--- config.mk ---
export PLATFORM = sky130hd
export DESIGN_NAME = fill_engine
export DESIGN_NICKNAME = d
export VERILOG_FILES = /design/src/rtl/fill_pkg.sv /design/src/rtl/fill_regs.sv /design/src/rtl/fill_seq.sv /design/src/rtl/fill_engine.sv
export SDC_FILE = /design/constraint.sdc
export NUM_CORES = 1
export LEC_CHECK = 0
export BUFFER_PORTS_ARGS = -buffer_cell sky130_fd_sc_hd__buf_2
export CORE_MARGIN = 2
export CORE_UTILIZATION = 23
export CTS_BUF_LIST = sky130_fd_sc_hd__clkbuf_2
export CTS_CLUSTER_DIAMETER = 60
export CTS_CLUSTER_SIZE = 20
export DETAILED_ROUTE_END_ITERATION = 16
export GPL_TIMING_DRIVEN = 0
export PLACE_DENSITY = 0.45
export SLEW_MARGIN = 20
export SYNTH_ARGS = -nofsm -noshare
export SYNTH_HDL_FRONTEND = slang
export SYNTH_SLANG_ARGS = --single-unit
--- constraint.sdc ---
create_clock -name clk -period 1.82 [get_ports clk]
set_clock_uncertainty 0.15 [all_clocks]
set_input_delay 0.273 -clock clk [delete_from_list [all_inputs] [get_ports clk]]
set_output_delay 0.273 -clock clk [all_outputs]
set_load 0.01 [all_outputs]
--- src/rtl/fill_pkg.sv ---
package fill_pkg;

    localparam int unsigned REG_OFF_W = 4;

    localparam logic [REG_OFF_W-1:0] OFF_LEN   = 4'd4;
    localparam logic [REG_OFF_W-1:0] OFF_START = 4'd6;
    localparam logic [REG_OFF_W-1:0] OFF_DATA  = 4'd8;

    typedef enum logic [1:0] {
        SEL_NONE  = 2'd0,
        SEL_LEN   = 2'd1,
        SEL_START = 2'd2,
        SEL_DATA  = 2'd3
    } fill_sel_e;

    function automatic fill_sel_e decode_off(input logic [REG_OFF_W-1:0] off);
        fill_sel_e sel;
        case (off)
            OFF_LEN:   sel = SEL_LEN;
            OFF_START: sel = SEL_START;
            OFF_DATA:  sel = SEL_DATA;
            default:   sel = SEL_NONE;
        endcase
        return sel;
    endfunction

endpackage

--- src/rtl/fill_regs.sv ---
module fill_regs
    import fill_pkg::*;
#(
    parameter int unsigned ADDR_W = 16,
    parameter int unsigned DATA_W = 16,
    parameter int unsigned LEN_W  = 8,
    parameter int unsigned ROW_W  = 8
) (
    input  logic                 clk,
    input  logic                 rst,
    input  logic                 wr_en,
    input  logic [REG_OFF_W-1:0] wr_off,
    input  logic [DATA_W-1:0]    wr_data,
    input  logic                 busy,
    input  logic                 step,
    output logic                 fire,
    output logic [LEN_W-1:0]     len_q,
    output logic [ADDR_W-1:0]    start_q,
    output logic [DATA_W-1:0]    data_q
);
    fill_sel_e            sel;
    logic                 accept;
    logic [ADDR_W-1:0]    addr_next;

    assign sel    = decode_off(wr_off);
    assign accept = wr_en && !busy;
    assign fire   = accept && (sel == SEL_DATA);

    // Advance only inside the row field; upper bits are held.
    generate
        if (ROW_W >= ADDR_W) begin : g_full_wrap
            assign addr_next = start_q + 1'b1;
        end else begin : g_row_wrap
            logic [ROW_W-1:0] row_lo;
            assign row_lo    = start_q[ROW_W-1:0] + 1'b1;
            assign addr_next = {start_q[ADDR_W-1:ROW_W], row_lo};
        end
    endgenerate

    always_ff @(posedge clk) begin
        if (rst) begin
            len_q   <= '0;
            start_q <= '0;
            data_q  <= '0;
        end else begin
            if (accept && sel == SEL_LEN)   len_q   <= wr_data[LEN_W-1:0];
            if (accept && sel == SEL_START) start_q <= wr_data[ADDR_W-1:0];
            if (accept && sel == SEL_DATA)  data_q  <= wr_data;
            if (step)                       start_q <= addr_next;
        end
    end

endmodule

--- src/rtl/fill_seq.sv ---
module fill_seq #(
    parameter int unsigned LEN_W = 8
) (
    input  logic             clk,
    input  logic             rst,
    input  logic             fire,
    input  logic [LEN_W-1:0] len,
    input  logic             frame_sel,
    output logic             busy,
    output logic             bank,
    output logic             step
);
    logic [LEN_W-1:0] remain_q;
    logic             last;

    assign step = busy;
    assign last = (remain_q == LEN_W'(1));

    always_ff @(posedge clk) begin
        if (rst) begin
            busy     <= 1'b0;
            bank     <= 1'b0;
            remain_q <= '0;
        end else if (busy) begin
            remain_q <= remain_q - 1'b1;
            if (last) busy <= 1'b0;
        end else if (fire && len != '0) begin
            busy     <= 1'b1;
            remain_q <= len;
            bank     <= ~frame_sel;
        end
    end

endmodule

--- src/rtl/fill_engine.sv ---
module fill_engine
    import fill_pkg::*;
#(
    parameter int unsigned ADDR_W = 16,
    parameter int unsigned DATA_W = 16,
    parameter int unsigned LEN_W  = 8,
    parameter int unsigned ROW_W  = 8
) (
    input  logic                 clk,
    input  logic                 rst,
    input  logic                 reg_wr_en,
    input  logic [REG_OFF_W-1:0] reg_wr_off,
    input  logic [DATA_W-1:0]    reg_wr_data,
    input  logic                 frame_sel,
    output logic                 busy,
    output logic                 ram_we,
    output logic                 ram_bank,
    output logic [ADDR_W-1:0]    ram_addr,
    output logic [DATA_W-1:0]    ram_wdata,
    output logic [LEN_W-1:0]     cfg_len,
    output logic [ADDR_W-1:0]    cfg_start,
    output logic [DATA_W-1:0]    cfg_data
);
    logic fire;
    logic step;

    fill_regs #(
        .ADDR_W(ADDR_W), .DATA_W(DATA_W), .LEN_W(LEN_W), .ROW_W(ROW_W)
    ) u_regs (
        .clk     (clk),
        .rst     (rst),
        .wr_en   (reg_wr_en),
        .wr_off  (reg_wr_off),
        .wr_data (reg_wr_data),
        .busy    (busy),
        .step    (step),
        .fire    (fire),
        .len_q   (cfg_len),
        .start_q (cfg_start),
        .data_q  (cfg_data)
    );

    fill_seq #(
        .LEN_W(LEN_W)
    ) u_seq (
        .clk       (clk),
        .rst       (rst),
        .fire      (fire),
        .len       (cfg_len),
        .frame_sel (frame_sel),
        .busy      (busy),
        .bank      (ram_bank),
        .step      (step)
    );

    assign ram_we    = step;
    assign ram_addr  = cfg_start;
    assign ram_wdata = cfg_data;

endmodule

==> run summary, run 1 <==
- 5510 microns — detailed placement HPWL
- flop — Critical Path Sink Type
- 4.36 — via count normalized by instance count
- 0 — XOR/XNOR Fraction of Synth Area
- u_regs.start_q[3]$_SDFFE_PP0P_ — Hold Crit Endpoint
- 50 — flip-flop and latch count after synthesis
- 4 — first-pass iteration count of the detailed router
- 2138 — via count of the first global-routing pass
- simple AND/OR/NAND/NOR gates — Worst path top cell family by delay
- 0.563 ns — Tightest Pin Transition
- 0.57 ns — worst stage delay on the critical path
- true — RSZ-0062 raised after global routing
- 0 — post-detailed-route count of antenna-violating nets
- 0.0101 sq mm — core area
- 4 — hold path cells
- 41.2% — synthesis-to-finish area growth
- 0.568 GHz — Max Clock Freq
- 0.423 — proportion of synthesized chip area in sequential cells
- 1.76 ns — min cycle time layout
- 97 — IO Port Bufs
- flop to flop — category of the critical setup timing path
- done — CTS tree
- 0.815 — Final GP Congestion
- 0.582 — register share of total power
- 4 — number of cell instances on the worst register-to-register path
- 0 — overflow left after global routing
- 0.06 ns — register-to-register setup slack
- 0.0159 — Synth Area in Adders
- 0.233 — Initial Utilization
- 440 — count of nets after finishing
- 16 — maximum number of pins on one net before global-route repair
- 0.625 — worst relative slew slack
- 2 — CTS Buffer Depth
- 0 — Setup-failing EPs final
- 0.00101 sq mm — total area of sequential cells
- 1.93 mW — total chip power
- 0.0604 ns — minimum setup slack in the final design
- 577 mW/mm^2 — power density over the cells
- 1.53 nW — cell leakage power
- 1.44 mW — Internal
- buf_2 — leading cell type in the layout, fill and taps excluded
- 0.00302 sq mm — DP Area
- 105 microns — Die W
- 551 — post-route non-filler standard cell count
- 1083 — number of fillers in the final layout
- 0.252 — fraction of power spent switching nets
- 105 microns — height of the die
- 1.99 ns — endpoint arrival time on the critical path
- 0 — buffering stage count on the worst path with inverters included
- or4_4 -> or3_4 -> a2bb2oi_1 -> a21oi_2 — cell chain of the critical path
- 5 — maximum fanout along the worst path
- 0.0111 sq mm — Die ar.
- 0.391 — fraction of layout instances using a drive strength above 1
- u_seq.remain_q[7]$_SDFFE_PP0P_ — R2R Path End
- 4 — critical path depth
- simple AND/OR/NAND/NOR gates — main combinational cell family by area after synthesis
- 0 — max-capacitance violation count
- 2405 — vias after detailed routing
- 2 — H-tree levels
- 292 — Syn Inst Count
- 0 — Yosys warning count
- 0.0719 ns — worst hold margin
- 0.00107 sq mm — multi-input combinational cell area
- 0.000244 V — IR drop worst, VDD
- 11400 microns — first-pass GRT wire length
- 13.2 microns — post-DR wirelength/cell
- 0 — final routed DRC violation total
- 99 — Top-Level Pins
- u_seq.remain_q[5]$_SDFFE_PP0P_ — origin of the critical flop-to-flop path
- 0.43 ns — source-to-sink clock delay at the later pin of the worst-skew pair
- 37 — number of standard-cell rows in the floorplan
- complete, no violations — status
- 8.11 sq um — average cell area after synthesis
- rst — source of the worst hold timing path
- input port to flop — class of the tightest hold or removal check
- 5 — cts bufs inserted
- 0.00237 sq mm — mapped cell area
- 2.05 ns — Required @ worst endpoint
- 0.0338 — multiplexer share of the synthesized area
- 525 — cell total after placement
- 0.27 ns — register clock-pin slew on the reported worst setup and hold paths
- 0.130 — GR Util All Layers
- 0.177 — compound-cell area share of the yosys netlist
- 0.967 — Final Cycle Share
- 50 — number of clock sinks
- 7300 microns — Post-Route WL
- 0.209 — area share of and/or/nand/nor cells after synthesis
- 0.00334 sq mm — summed area of non-filler cells in the final layout
- 487 uW — switching power total
- 0.106 — part of the total power dissipated in combinational logic
- buf_2, nand2_1, a21oi_1, dfxtp_1, buf_4 — commonest non-fill, non-tap cells in the layout
- 37 — unique cell type count in the Yosys netlist
- 319 — synthesized net count
- flop — Setup crit start kind
- or4_4 — Slowest-stage cell, CP
- clkbuf_2 — root buffer cell
- 0 — final hold violation count
- 0.312 — clock power share
- 95 — Initial DRC Count
- -0.145 ns — Post-Place Setup Slack
- 0 — final slew viol count
- 1 — initial antenna violation count
-- state kept, by name (all words and copies together), names as in the netlist --
signal,count
u_regs.len_q,8
u_seq.busy,1
u_seq.remain_q,8
u_regs.start_q,16
u_regs.data_q,16
u_seq.bank,1
-- worst reg2reg max path, cell delays in order, from the launching register on --
cell,delay (ns)
dfxtp_2,0.38
or4_4,0.57
or3_4,0.35
a2bb2oi_1,0.15
a21oi_2,0.12
-- layer usage --
| metal | global-route usage | share of wire |
|---|---|---|
| met1 | 0.175 | 0.46 |
| met2 | 0.214 | 0.49 |
| met3 | 0.0192 | 0.039 |
| met4 | 0.0400 | 0.012 |
| met5 | 0 | 0 |
-- synth_stat cells --
cell,instances,area [sq um]
o31a_1,1,8.76
nor2b_1,3,18.8
or3_1,2,12.5
nor3_1,3,15.0
or4_1,3,22.5
a22oi_1,2,15.0
a31oi_1,4,25.0
inv_1,4,15.0
nand3b_1,4,30.0
a2bb2oi_1,2,17.5
nor3b_2,1,12.5
o21ai_0,8,40.0
nor4bb_1,1,10.0
nand2_1,53,199
nand3_1,5,25.0
and4b_1,1,10.0
and3_1,2,12.5
nand2b_1,2,12.5
dfxtp_1,50,1000
o21a_1,1,7.51
nand4_1,3,18.8
or3b_1,1,8.76
or4_4,1,11.3
o41ai_1,1,8.76
a21oi_1,46,230
o211ai_1,5,37.5
clkbuf_1,13,48.8
a21oi_2,1,8.76
buf_2,5,25.0
nor2_1,16,60.1
mux2i_1,8,80.1
buf_4,33,248
o221ai_1,1,8.76
ha_1,3,37.5
nand4b_1,1,8.76
o31a_2,1,10.0
nor4_1,1,6.26
-- cell type report --
cell class | count | share of cell area
plain buffers | 50 | 0.102
clock buffers | 6 | 0.00898
diodes | 1 | 0.000749
well taps | 136 | 0.0509
inverters | 4 | 0.00449
flip-flops and latches | 50 | 0.303
clock inverters | 2 | 0.0112
multi-input cells | 187 | 0.321
repair buffers | 115 | 0.198
-- timing repair --
| action | 4_1_cts | 5_1_grt |
|---|---|---|
| buffers inserted | 1 | 0 |
| cloned | 0 | 0 |
| pin swaps | 1 | 3 |
| hold endpoints to repair | 34 | 0 |
| endpoints found under the setup margin | 43 | 20 |
| hold buffers | 17 | 0 |
| resized for setup | 10 | 20 |
-- cell families after synthesis --
logic type,count (synthesis)
flops,50
mux,8
compound gates,73
simple gates,103
fa+ha+maj,3
buf+inv,55
-- through the flow --
step	TNS, ns	util
finish	0	0.330
global route	-0.0156	0.330
CTS	0	0.324
detailed placement	-1.46	0.298
global placement	-1.69	0.298
floorplan	0	-
-- worst max-delay path by stage --
stage	slack, ns	from	endpoint
after global placement	-0.16	u_seq.busy$_SDFF_PP0_	u_seq.remain_q[6]$_SDFFE_PP0P_
after floorplan	0.13	u_seq.remain_q[2]$_SDFFE_PP0P_	u_seq.remain_q[7]$_SDFFE_PP0P_
after CTS	0.01	u_seq.remain_q[2]$_SDFFE_PP0P_	u_seq.remain_q[7]$_SDFFE_PP0P_
final	0.06	u_seq.remain_q[5]$_SDFFE_PP0P_	u_seq.remain_q[7]$_SDFFE_PP0P_
after global routing	-0.02	u_seq.busy$_SDFF_PP0_	u_seq.remain_q[6]$_SDFFE_PP0P_
after detailed placement	-0.15	u_seq.busy$_SDFF_PP0_	u_seq.remain_q[6]$_SDFFE_PP0P_
-- power by group through the flow --
stage               Sequential, mW  Clock, mW  Combinational (mW)
global placement              1.15          0               0.164
detailed placement            1.15          0               0.164
floorplan                     1.15          0              0.0760
CTS                           1.13      0.627               0.199
global route                  1.13      0.662               0.225
finish                        1.12      0.603               0.205
Power figures use the tool's default switching activity.
==> run 2, diff against run 1 <==
ABC_AREA = 1   (was default)
==> run 2 against run 1 <==
Die area rose by 6.9%. Total power up 4.6%. Core utilization shrank 1.1 points. Sequential share of layout area shrank 1.2 points. Clock-buffer cell count down 1. Combinational power grew 16%. Hold slack worse by 0.023 ns. Highest routed layer unchanged.
==> run summary, run 2 <==
- 0.53 ns — worst stage delay on the critical path
- 0.319 — Final Core Density
- 1.40 ns — Required @ worst endpoint
- 18 — maximum number of pins on one net before global-route repair
- 0.0369 ns — Post-Place Setup Slack
- 35.7% — synthesis-to-finish area growth
- dfxtp_1 — most common flop cell mapped by yosys
- 2 — H-tree levels
- 549 uW — switching power total
- dfxtp_1 — post-synthesis cell type with the largest combined area
- 0.563 — register share of total power
- 11.9 microns — post-DR wirelength/cell
- 2594 — vias after detailed routing
- dfxtp_1, nand2_1, buf_4 — Synth area leaders
- 0 — Setup-failing EPs final
- 1.23 ns — endpoint arrival time on the critical path
- 0.0108 sq mm — core area
- 71 — Initial DRC Count
- 0 — total inserted antenna cells
- 0.000274 V — IR drop worst, VDD
- 2 — CTS Buffer Depth
- 0.19 ns — register-to-register setup slack
- 0 — final routed DRC violation total
- 0 ns — total negative slack
- 0 — count of flip-flops with a built-in enable after synthesis
- 97 — IO Port Bufs
- 1.65 ns — min cycle time layout
- 1.75 nW — cell leakage power
- dfxtp_1 — Slowest-stage cell, CP
- nand2_1 — top-count cell post-synth
- 109 microns — Die W
- complete, no violations — status
- flop — Setup crit start kind
- 389 — synthesized net count
- 0.29 ns — register clock-pin slew on the reported worst setup and hold paths
- 0.605 GHz — Max Clock Freq
- 25 — unique cell type count in the Yosys netlist
- 0.319 — clock power share
- 0 — post-detailed-route count of antenna-violating nets
- 0.00107 sq mm — multi-input combinational cell area
- 5 — cts bufs inserted
- 2 — critical path depth
- 1181 — number of fillers in the final layout
- 0.395 — proportion of synthesized chip area in sequential cells
- u_regs.data_q (16), u_regs.start_q (16) — biggest registers after layout
- buf_2, nand2_1, dfxtp_1, a21oi_1, nor2_1 — commonest non-fill, non-tap cells in the layout
- 5810 microns — detailed placement HPWL
- 4.16 — via count normalized by instance count
- 0.00344 sq mm — summed area of non-filler cells in the final layout
- 0 — final slew viol count
- 362 — Syn Inst Count
- 4 — hold path cells
- clkbuf_2 — root buffer cell
- 0.00254 sq mm — mapped cell area
- 587 mW/mm^2 — power density over the cells
- 38 — number of standard-cell rows in the floorplan
- 7 — maximum fanout along the worst path
- 9 — number of cell instances on the worst register-to-register path
- 0.118 — part of the total power dissipated in combinational logic
- 2347 — via count of the first global-routing pass
- 0 — max-capacitance violation count
- 0.909 — Final Cycle Share
- 0.318 — fraction of layout instances using a drive strength above 1
- 50 — flip-flop and latch count after synthesis
- 0.235 — Initial Utilization
- 0.395 — top cell type's share of synthesized area
- 0 — final hold violation count
- 7400 microns — Post-Route WL
- 0.653 — worst relative slew slack
- 2 — buffering stage count on the worst path with inverters included
- false — RSZ-0062 raised after global routing
- 4 — first-pass iteration count of the detailed router
- 0.802 — Final GP Congestion
- 0.166 ns — minimum setup slack in the final design
- 0.520 ns — Tightest Pin Transition
- 0 — initial antenna violation count
- 0.44 ns — source-to-sink clock delay at the later pin of the worst-skew pair
- 11500 microns — first-pass GRT wire length
- flip-flops — Worst path top cell family by delay
- buf_2 — leading cell type in the layout, fill and taps excluded
- 0 — Yosys warning count
- 0.0119 sq mm — Die ar.
- 0 — share of flip-flops with an asynchronous set or reset after synthesis
- 99 — Top-Level Pins
- done — CTS tree
- 0.00100 sq mm — total area of sequential cells
- 1.47 mW — Internal
- input port to flop — class of the tightest hold or removal check
- primary output — Critical Path Sink Type
- buf_4 -> buf_2 — cell chain of the critical path
- 50 — number of clock sinks
- nand2_1, dfxtp_1, a21oi_1 — ranking of synthesized cells by instance count
- 7.01 sq um — average cell area after synthesis
- 0.00320 sq mm — DP Area
- 0.125 — GR Util All Layers
- 0.272 — fraction of power spent switching nets
- flop to primary output — category of the critical setup timing path
- 109 microns — height of the die
- 510 — count of nets after finishing
- 0 — overflow left after global routing
[run 2: cell count changes after synthesis, moves of 4 or more]
cell and change:
nand2_1 +34, inv_1 +28, nand3_1 +24, nor2_1 +21
o21ai_0 +16, clkbuf_1 -10, a21oi_1 -8, mux2i_1 -8
o211ai_1 -5, nand3b_1 -4
[run 2: cell families after synthesis]
logic type | share of synthesized area
simple gates | 0.272
xor+xnor | 0.00691
buf+inv | 0.182
compound gates | 0.130
fa+ha+maj | 0.0148
flops | 0.395
[run 2: area by class of cell]
type	count	share of cell area
multi-input combinational	231	0.312
timing repair buffer	114	0.191
buffer	46	0.0956
inverter	35	0.0382
clock buffer	5	0.00727
sequential	50	0.291
tap	140	0.0509
clock inverter	3	0.0142
[run 2: worst min-delay path, stage by stage]
cell and delay (ns):
buf_2 0.11, nor3_4 0.05, a31oi_1 0.13, a21oi_1 0.07
[run 2: layer usage]
layer  vias up  track usage  routed length (microns)
met2        73        0.202                     3390
met5         -            0                        0
met3         2       0.0287                      426
met1      1157        0.169                     3560
li1       1362            -                        -
met4         0       0.0247                       31
[run 2: final timing paths]
check                                                      end                      startpoint
worst min-delay path            u_regs.start_q[1]$_SDFFE_PP0P_                   reg_wr_off[0]
worst min register to register  u_regs.data_q[12]$_SDFFE_PP0P_  u_regs.data_q[12]$_SDFFE_PP0P_
worst max register to register  u_seq.remain_q[5]$_SDFFE_PP0P_           u_seq.busy$_SDFF_PP0_
worst max-delay path                               ram_addr[4]  u_regs.start_q[4]$_SDFFE_PP0P_
[run 2: what timing repair did]
item / CTS / global route
setup buffers: 0 / 0
resized for setup: 0 / 0
hold buffers: 17 / 0
endpoints found under the hold margin: 31 / 0
[run 2: per-stage QoR]
| step | hold WS [ns] | instances | total power [mW] |
|---|---|---|---|
| finish | 0.0486 | 624 | 2.02 |
| global route | 0.0211 | 624 | 2.12 |
| CTS | 0.0136 | 624 | 2.06 |
| detailed placement | 0.314 | 599 | 1.37 |
| global placement | 0.309 | 599 | 1.37 |
| floorplan | 0.213 | 362 | 1.27 |
[run 2: power groups by stage]
| stage | Clock [mW] | Combinational, mW | Sequential [mW] |
|---|---|---|---|
| final | 0.644 | 0.238 | 1.14 |
| after global routing | 0.709 | 0.267 | 1.14 |
| after CTS | 0.675 | 0.242 | 1.14 |
| after detailed placement | 0 | 0.213 | 1.16 |
| after global placement | 0 | 0.213 | 1.16 |
| after floorplan | 0 | 0.114 | 1.16 |
==> run 3, diff against run 2 <==
BUFFER_PORTS_ARGS = -buffer_cell sky130_fd_sc_hd__buf_4   (was -buffer_cell sky130_fd_sc_hd__buf_2)
==> run 3 against run 2 <==
Hold slack worse by 0.020 ns. Critical endpoint is now u_seq.remain_q[1]$_SDFFE_PP0P_. Non-clock buffer count grew 1. Core utilization grew 2.2 points. Clock power down 16%. Die area unchanged. Largest power group unchanged. Combinational power grew 14%.
==> run summary, run 3 (same netlist as run 2, synthesis figures left out) <==
- 2478 — via count of the first global-routing pass
- 12.3 microns — post-DR wirelength/cell
- 109 microns — height of the die
- 19 — maximum number of pins on one net before global-route repair
- 531 mW/mm^2 — power density over the cells
- 7710 microns — Post-Route WL
- 1.95 mW — total chip power
- 0.30 ns — register clock-pin slew on the reported worst setup and hold paths
- 0 — final routed DRC violation total
- 0.131 — GR Util All Layers
- 511 — count of nets after finishing
- 135 — Initial DRC Count
- 109 microns — Die W
- 0 — final hold violation count
- 0 — max-capacitance violation count
- flop — Critical Path Sink Type
- complete, no violations — status
- input port to flop — class of the tightest hold or removal check
- 0 — overflow left after global routing
- 0 — Setup-failing EPs final
- 5980 microns — detailed placement HPWL
- 0 — initial antenna violation count
- u_regs.data_q (16), u_regs.start_q (16) — biggest registers after layout
- 4 — first-pass iteration count of the detailed router
- 0.0108 sq mm — core area
- met2 — layer carrying the most global-route usage
- 99 — Top-Level Pins
- 0 — total inserted antenna cells
- 0.823 — Final GP Congestion
- 38 — number of standard-cell rows in the floorplan
- 0 — final slew viol count
- 1.96 ns — endpoint arrival time on the critical path
- 0.000269 V — IR drop worst, VDD
- done — CTS tree
- 0 ns — total negative slack
- 5 — cts bufs inserted
- 0.929 — Final Cycle Share
- input port to flop — category of the critical setup timing path
- 0.526 ns — Tightest Pin Transition
- 2647 — vias after detailed routing
- false — RSZ-0062 raised after global routing
- 9 — maximum fanout along the worst path
- buf_4 — leading cell type in the layout, fill and taps excluded
- 0.0287 — met3 demand-to-capacity share in global routing
- 0 — post-detailed-route count of antenna-violating nets
- clkbuf_2 — root buffer cell
- 12200 microns — first-pass GRT wire length
- input port — Setup crit start kind
- 0.650 — worst relative slew slack
- 0 — postcts setup bufs
- 97 — IO Port Bufs
- 0.235 — Initial Utilization
- 0.172 — met1 usage
- 2 — CTS Buffer Depth
- 4.24 — via count normalized by instance count
- 50 — number of clock sinks
- 0.0119 sq mm — Die ar.
- 1.76 nW — cell leakage power
- 0.47 ns — source-to-sink clock delay at the later pin of the worst-skew pair
- 2 — H-tree levels
- 0.592 GHz — Max Clock Freq
- 1.69 ns — min cycle time layout
- 2.09 ns — Required @ worst endpoint
- buf_4, nand2_1, dfxtp_1, a21oi_1, nor2_1 — commonest non-fill, non-tap cells in the layout
- 44.8% — synthesis-to-finish area growth
- 0.318 — fraction of layout instances using a drive strength above 1
- 0.217 — GR Layer Usage met2
## run 3: repair_timing
item	CTS	global route
endpoints found under the hold margin	35	0
gates resized for setup	0	0
hold buffers	18	0
setup endpoints to repair	0	0
## run 3: final cells by class
type                    count  area (sq um)
fillers                  1184          7120
multi-input cells         231          1070
flip-flops and latches     50          1000
repair buffers            115           908
plain buffers              46           329
well taps                 140           175
inverters                  35           131
clock inverters             3          28.8
clock buffers               5          25.0
## run 3: final timing paths
path / from / end / slack (ns) / depth (start not counted)
max: reg_wr_off[0] / u_seq.remain_q[1]$_SDFFE_PP0P_ / 0.13 / 11
min: rst / u_regs.data_q[0]$_SDFFE_PP0P_ / 0.03 / 2
max reg2reg: u_seq.busy$_SDFF_PP0_ / u_seq.remain_q[1]$_SDFFE_PP0P_ / 0.17 / 10
min reg2reg: u_regs.data_q[12]$_SDFFE_PP0P_ / u_regs.data_q[12]$_SDFFE_PP0P_ / 0.35 / 2
## run 3: metrics by stage
step | setup slack, ns | hold WS [ns] | cell area, sq um | utilization | cells
detailed placement | 0.0629 | 0.304 | 3440 | 0.319 | 599
floorplan | 0.369 | 0.213 | 2540 | - | 362
global placement | 0.0660 | 0.305 | 3440 | 0.319 | 599
finish | 0.130 | 0.0284 | 3670 | 0.340 | 625
global route | 0.0129 | 0.0762 | 3670 | 0.340 | 625
CTS | 0.118 | 0.0362 | 3670 | 0.340 | 625
## run 3: critical path, stage by stage
cell,delay (ns)
dlygate4sd3_1,0.54
buf_4,0.15
nor2_1,0.17
nand2_1,0.12
nor2_4,0.12
nand2_2,0.16
inv_2,0.17
nor2_1,0.08
nand2_1,0.06
nand2_1,0.04
nor2_1,0.07
## run 3: per-layer routing
layer | routed length (microns) | vias to the layer above
met2 | 3550 | 80
met4 | 108 | 0
li1 | - | 1364
met5 | 0 | -
met1 | 3580 | 1193
met3 | 470 | 10
## run 3: power by group
group | switching [mW] | internal, mW
Sequential | 0.0192 | 1.12
Combinational | 0.131 | 0.140
Clock | 0.424 | 0.115
Total | 0.575 | 1.37
